$ cat src/rtl/bank_mapper_pkg.sv
package bank_mapper_pkg;
  typedef enum logic [1:0] {
    SEL_CMD    = 2'd0,
    SEL_BANK   = 2'd1,
    SEL_MIRROR = 2'd2,
    SEL_NONE   = 2'd3
  } wr_sel_e;

  localparam int NUM_BANKS     = 8;
  localparam int IDX_W         = $clog2(NUM_BANKS);
  localparam int NUM_CHR_BANKS = 6;
  localparam int FIRST_PRG_IDX = 6;
  localparam int PRG_SWAP_BIT  = 6;
  localparam int CHR_SWAP_BIT  = 7;
  localparam int NUM_PRG_SLOTS = 4;
  localparam int NUM_CHR_SLOTS = 8;
endpackage

$ cat src/rtl/bank_mapper_regs.sv
module bank_mapper_regs
  import bank_mapper_pkg::*;
#(
  parameter int DATA_W = 8
) (
  input  logic                             clk_i,
  input  logic                             rst_ni,
  input  logic                             wr_en_i,
  input  logic [1:0]                       wr_sel_i,
  input  logic [DATA_W-1:0]                wr_data_i,
  input  logic                             chr_rom_i,
  input  logic                             four_screen_i,
  output logic [NUM_BANKS-1:0][DATA_W-1:0] banks_o,
  output logic                             prg_swap_o,
  output logic                             chr_swap_o,
  output logic                             mirror_o
);
  logic [IDX_W-1:0] idx_q;
  logic             bank_we;

  // pattern banks are frozen when the slots point at RAM
  assign bank_we = chr_rom_i || (int'(idx_q) >= FIRST_PRG_IDX);

  always_ff @(posedge clk_i or negedge rst_ni) begin
    if (!rst_ni) begin
      banks_o    <= '0;
      idx_q      <= '0;
      prg_swap_o <= 1'b0;
      chr_swap_o <= 1'b0;
      mirror_o   <= 1'b0;
    end else if (wr_en_i) begin
      case (wr_sel_e'(wr_sel_i))
        SEL_CMD: begin
          idx_q      <= wr_data_i[IDX_W-1:0];
          prg_swap_o <= wr_data_i[PRG_SWAP_BIT];
          chr_swap_o <= wr_data_i[CHR_SWAP_BIT];
        end
        SEL_BANK: begin
          if (bank_we) banks_o[idx_q] <= wr_data_i;
        end
        SEL_MIRROR: begin
          if (!four_screen_i) mirror_o <= wr_data_i[0];
        end
        default: ;
      endcase
    end
  end
endmodule

$ cat src/rtl/bank_mapper_prg.sv
module bank_mapper_prg
  import bank_mapper_pkg::*;
#(
  parameter int SIZE_W = 8,
  parameter int DATA_W = 8,
  localparam int PW = SIZE_W + 1,
  localparam int MW = (DATA_W > PW) ? DATA_W : PW
) (
  input  logic [SIZE_W-1:0]                 prg_size_i,
  input  logic [DATA_W-1:0]                 bank_a_i,
  input  logic [DATA_W-1:0]                 bank_b_i,
  input  logic                              swap_i,
  output logic [NUM_PRG_SLOTS-1:0][PW-1:0]  page_o
);
  logic [MW-1:0] n_pages, red_a, red_b, last_pg, prev_pg;

  always_comb begin
    n_pages = MW'({prg_size_i, 1'b0});
    red_a   = '0;
    red_b   = '0;
    last_pg = '0;
    prev_pg = '0;
    if (n_pages != '0) begin
      red_a   = MW'(bank_a_i) % n_pages;
      red_b   = MW'(bank_b_i) % n_pages;
      last_pg = n_pages - MW'(1);
      prev_pg = n_pages - MW'(2);
    end
  end

  always_comb begin
    page_o[0] = swap_i ? prev_pg[PW-1:0] : red_a[PW-1:0];
    page_o[1] = red_b[PW-1:0];
    page_o[2] = swap_i ? red_a[PW-1:0] : prev_pg[PW-1:0];
    page_o[3] = last_pg[PW-1:0];
  end
endmodule

$ cat src/rtl/bank_mapper_chr.sv
module bank_mapper_chr
  import bank_mapper_pkg::*;
#(
  parameter int SIZE_W = 8,
  parameter int DATA_W = 8,
  localparam int CW = SIZE_W + 3,
  localparam int MW = ((DATA_W + 1) > CW) ? (DATA_W + 1) : CW
) (
  input  logic [SIZE_W-1:0]                     chr_size_i,
  input  logic [NUM_CHR_BANKS-1:0][DATA_W-1:0]  banks_i,
  input  logic                                  swap_i,
  output logic [NUM_CHR_SLOTS-1:0][CW-1:0]      page_o,
  output logic                                  ram_o
);
  localparam int HALF = NUM_CHR_SLOTS / 2;

  logic [MW-1:0] n_pages;
  logic [MW-1:0] red_q [NUM_CHR_SLOTS];

  assign n_pages = MW'({chr_size_i, 3'b000});
  assign ram_o   = (chr_size_i == '0);

  // unswapped layout: 2 KB pairs in the lower half, 1 KB banks in the upper
  for (genvar g = 0; g < NUM_CHR_SLOTS; g++) begin : g_slot
    logic [MW-1:0] raw;
    if (g < HALF) begin : g_pair
      assign raw = MW'(banks_i[g/2]) + MW'(g % 2);
    end else begin : g_single
      assign raw = MW'(banks_i[g-2]);
    end
    assign red_q[g] = (n_pages == '0) ? '0 : raw % n_pages;
  end

  always_comb begin
    for (int k = 0; k < NUM_CHR_SLOTS; k++) begin
      if (ram_o) begin
        page_o[k] = CW'(swap_i ? k : (k ^ HALF));
      end else begin
        page_o[k] = red_q[swap_i ? (k ^ HALF) : k][CW-1:0];
      end
    end
  end
endmodule

$ cat src/rtl/bank_mapper.sv
module bank_mapper
  import bank_mapper_pkg::*;
#(
  parameter int SIZE_W = 8,
  parameter int DATA_W = 8,
  localparam int PRG_PAGE_W = SIZE_W + 1,
  localparam int CHR_PAGE_W = SIZE_W + 3
) (
  input  logic                                     clk_i,
  input  logic                                     rst_ni,
  input  logic                                     wr_en_i,
  input  logic [1:0]                               wr_sel_i,
  input  logic [DATA_W-1:0]                        wr_data_i,
  input  logic [SIZE_W-1:0]                        prg_size_i,
  input  logic [SIZE_W-1:0]                        chr_size_i,
  input  logic                                     four_screen_i,
  output logic [NUM_PRG_SLOTS-1:0][PRG_PAGE_W-1:0] prg_page_o,
  output logic [NUM_CHR_SLOTS-1:0][CHR_PAGE_W-1:0] chr_page_o,
  output logic                                     chr_ram_o,
  output logic                                     mirror_o
);
  logic [NUM_BANKS-1:0][DATA_W-1:0] banks;
  logic                             prg_swap, chr_swap;
  logic                             chr_rom;

  assign chr_rom = (chr_size_i != '0);

  bank_mapper_regs #(.DATA_W(DATA_W)) i_regs (
    .clk_i         (clk_i),
    .rst_ni        (rst_ni),
    .wr_en_i       (wr_en_i),
    .wr_sel_i      (wr_sel_i),
    .wr_data_i     (wr_data_i),
    .chr_rom_i     (chr_rom),
    .four_screen_i (four_screen_i),
    .banks_o       (banks),
    .prg_swap_o    (prg_swap),
    .chr_swap_o    (chr_swap),
    .mirror_o      (mirror_o)
  );

  bank_mapper_prg #(.SIZE_W(SIZE_W), .DATA_W(DATA_W)) i_prg (
    .prg_size_i (prg_size_i),
    .bank_a_i   (banks[FIRST_PRG_IDX]),
    .bank_b_i   (banks[FIRST_PRG_IDX+1]),
    .swap_i     (prg_swap),
    .page_o     (prg_page_o)
  );

  bank_mapper_chr #(.SIZE_W(SIZE_W), .DATA_W(DATA_W)) i_chr (
    .chr_size_i (chr_size_i),
    .banks_i    (banks[NUM_CHR_BANKS-1:0]),
    .swap_i     (chr_swap),
    .page_o     (chr_page_o),
    .ram_o      (chr_ram_o)
  );
endmodule

$ cat config.mk
export PLATFORM = sky130hd
export DESIGN_NAME = bank_mapper
export DESIGN_NICKNAME = d
export VERILOG_FILES = /design/src/rtl/bank_mapper_pkg.sv /design/src/rtl/bank_mapper_regs.sv /design/src/rtl/bank_mapper_prg.sv /design/src/rtl/bank_mapper_chr.sv /design/src/rtl/bank_mapper.sv
export SDC_FILE = /design/constraint.sdc
export NUM_CORES = 1
export LEC_CHECK = 0
export BUFFER_PORTS_ARGS = -buffer_cell sky130_fd_sc_hd__clkbuf_2
export CAP_MARGIN = 20
export CORE_UTILIZATION = 50
export CTS_CLUSTER_DIAMETER = 50
export CTS_CLUSTER_SIZE = 16
export DETAILED_ROUTE_END_ITERATION = 6
export MAX_ROUTING_LAYER = met4
export PLACE_DENSITY = 0.76
export SYNTH_ARGS = -nofsm -noshare
export SYNTH_HDL_FRONTEND = slang
export SYNTH_SLANG_ARGS = --single-unit
export TNS_END_PERCENT = 100
$ cat constraint.sdc
create_clock -name clk_i -period 11.51 [get_ports clk_i]
set_clock_uncertainty 0.15 [all_clocks]
set_input_delay 1.151 -clock clk_i [delete_from_list [all_inputs] [get_ports clk_i]]
set_output_delay 1.151 -clock clk_i [all_outputs]
set_load 0.02 [all_outputs]
==> impl_metrics.py <==
metrics = {
    "synth": {
        "synth-edff-count": 0,
        "avgSynthCellArea_um2": 7.57,
        "synth.largest_area_cell": "ha_1",
        "synth_compound_area_share_pct": 27.9,
        "synth-warning-count": 0,
        "synthXorXnorAreaFrac_pct": 5.85,
        "synth_mux_area_share_pct": 9.90,
        "ys_seq_area_share_pct": 8.18,
        "synth-simple-area-share_pct": 22.2,
        "async_reset_ff_share_pct": 100,
        "syn-instance-count": 2828,
        "yosysMostFrequentCell": "ha_1",
        "synth_commonest_cells": "ha_1, nor2_1, a21oi_1, nand2_1, nor3_1",
        "synth_adder_area_share_pct": 21.6,
        "synth_top_family_by_area": "compound AO/OA/AOI/OAI gates",
        "ys.flop_type": "dfrtp_1",
        "synthTopCellsByArea": "ha_1, dfrtp_1, mux2_2",
        "netlist.area_leader.share_pct": 21.6,
        "syn-cell-area_um2": 21400,
        "synth_seq_cells": 70,
        "synth_cell_types": 103,
    },
    "power": {
        "p_int_mw": 2.57,
        "p_comb_share_pct": 86.0,
        "p_switching_mw": 2.75,
        "seq_power_share_pct": 8.5,
        "ir_drop_uv": 191,
        "p_leak_nw": 12.9,
        "switching_share_pct": 51.7,
        "power_density_nw_per_um2": 181,
        "pwr-share-clk_pct": 5.5,
    },
    "route": {
        "viasPerCell": 6.68,
        "drc": 0,
        "drt_iter0_markers": 1828,
        "wl_per_cell_um": 21.8,
        "vias": 25600,
        "drt-pass1-iter-count": 6,
        "ant_nets": 0,
        "wl_um": 83400,
    },
    "clock_network": {
        "clk_pin_slew_ns": 0.07,
        "clock_latency_ns": 0.36,
        "htreeDepth": 3,
        "numCtsBuffers": 9,
        "root_buffer": "clkbuf_16",
        "tritoncts": "built",
        "cts_sinks": 70,
        "cts_max_path_buffers": 2,
    },
    "global_routing": {
        "grt_use_met3_pct": 3.92,
        "grt_max_degree": 71,
        "grt_pass1_wl_um": 118000,
        "grt_usage_pct": 34.0,
        "gr-total-overflow": 0,
        "grt_busiest_layer": "met2",
        "antenna_found_initial": 1,
        "grt_pass1_vias": 23500,
        "gr-usage-met2_pct": 58.3,
        "grtUsageMet1_pct": 39.4,
    },
    "timing": {
        "fmax_ghz": 0.0830,
        "tightest_slew_ns": 1.22,
        "maxSlewHeadroom_pct": 18.4,
        "hold_viol": 0,
        "finalWorstPathRequiredPeriod_ns": 12.05,
        "setup_viol": 25,
        "drv_slew": 0,
        "tns_ns": -7.67,
        "finalWorstSetupSlack_ns": -0.544,
        "rsz0062_at_grt": "yes",
        "fin_crit_sh_pct": 105,
        "timing.hold.ws_ns": 0.364,
    },
    "status": {
        "status": "finished with violations",
        "violations": "setup timing",
    },
    "die": {
        "dieArea_um2": 43700,
        "start_util_pct": 50.8,
        "die_y_um": 209,
        "ios": 156,
        "rows": 75,
        "die_w_um": 209,
        "coreArea_um2": 42100,
    },
    "worst_hold_path": {
        "hold_class": "reg2reg",
    },
    "finish": {
        "nNetsFinal": 3679,
        "fin_cells": 3826,
        "stdcell_area_um2": 29300,
        "area_growth_syn_to_layout_pct": 37.0,
        "fillCellCount": 3149,
        "layout-drive-gt1-share_pct": 36.5,
    },
    "critical_path": {
        "critPathRequiredTime_ns": 10.21,
        "start_kind": "input pin",
        "cp_max_fo": 6,
        "slowest_stage": "a2111oi_4",
        "cpMostUsedCell": "buf_6",
        "worst_setup_path_end_kind": "output port",
        "max_stage_delay_ns": 0.50,
        "crit_arrival_ns": 10.75,
        "crit_type": "in2out",
    },
    "placed_design": {
        "place_area_um2": 24900,
        "portBuffers": 155,
        "place_hpwl_um": 57200,
        "dp.cells": 3629,
        "routabilityCongestion": 1.00,
    },
    "run": {
        "drv_cap": 0,
    },
}
metal layers:
layer,up-vias,routed length [um]
met2,1284,39900
met5,-,0
li1,11700,-
met1,12200,32300
met3,369,6370
met4,0,4810
registers in the layout (all words and copies together) (netlist names):
name	cells
i_regs.banks_o	64
i_regs.prg_swap_o	1
i_regs.idx_q	3
i_regs.chr_swap_o	1
i_regs.mirror_o	1
final timing paths:
| kind | startpoint | endpoint | slack, ns | cells after the start |
|---|---|---|---|---|
| max | chr_size_i[0] | chr_page_o[61] | -0.54 | 48 |
| max in group asynchronous | rst_ni | i_regs.chr_swap_o | 10.02 | 2 |
| min | i_regs.mirror_o | i_regs.mirror_o | 0.36 | 1 |
| min reg2reg | i_regs.mirror_o | i_regs.mirror_o | 0.36 | 1 |
| max reg2reg | i_regs.idx_q[1] | i_regs.banks_o[6] | 8.99 | 5 |
| min in group asynchronous | rst_ni | i_regs.banks_o[5] | 0.56 | 1 |
stage by stage:
stage | setup WS (ns) | util (%) | power, mW
4_1_cts | -0.0274 | 61.4 | 4.52
3_5_place_dp | -0.756 | 59.1 | 4.08
5_1_grt | -0.731 | 69.6 | 5.65
3_3_place_gp | -0.654 | 59.1 | 3.97
6_report | -0.544 | 69.6 | 5.31
2_1_floorplan | 0.00433 | - | 3.09
critical path, delay by kind of cell:
| kind | cells | cell delay [ns] |
|---|---|---|
| multiplexers | 1 | 0.34 |
| buffers and inverters | 11 | 1.57 |
| AO/OA/AOI/OAI | 16 | 3.73 |
| adder cells (fa/ha/maj) | 6 | 1.75 |
| AND/OR/NAND/NOR | 14 | 2.21 |
final cells by class:
type                       instances  area, um2  share of cell area [%]
clock buffer                       9        225                   0.768
multi-input combinational       2548      22100                    75.2
timing repair inverter             1       5.00                  0.0171
sequential                        70       1750                    5.98
clock inverter                     7       65.1                   0.222
antenna                            3       7.51                  0.0256
inverter                         113        445                    1.52
tap                              539        674                    2.30
timing repair buffer             536       4090                    13.9
kinds of logic after synthesis:
group	Yosys count
and+or+nand+nor	943
AOI/OAI and AO/OA	874
adders and majority gates	370
buffers and inverters	233
muxes	194
xor gates and xnor gates	143
DFF	70
other	1
repair_timing:
action / CTS / global route
resized for setup: 92 / 510
hold buffers: 0 / 0
cloned: 1 / 3
pin swaps: 35 / 205
endpoints found under the setup margin: 83 / 88
setup buffers: 33 / 140
layout by cell type (no fill, tap or decap), drive strengths merged, types with 59 or more instances in the layout:
master,netlist,final
a211oi,61,61
a21oi,194,194
buf,13,426
clkbuf,106,118
dfrtp,70,70
ha,370,370
inv,111,106
mux2,133,133
mux2i,61,61
nand2,191,191
nor2,260,260
nor3,160,160
o21a,106,106
o21ai,161,161
xnor2,84,84
xor2,59,59
power groups by stage:
stage                     Combinational [mW]  Sequential, mW  Clock, mW
after floorplan                         2.68           0.409          0
after global placement                  3.53           0.440          0
after detailed placement                3.63           0.445          0
after CTS                               3.79           0.442      0.293
after global routing                    4.89           0.463      0.301
final                                   4.57           0.452      0.294
Note: power is estimated with default switching activity, not from simulation.
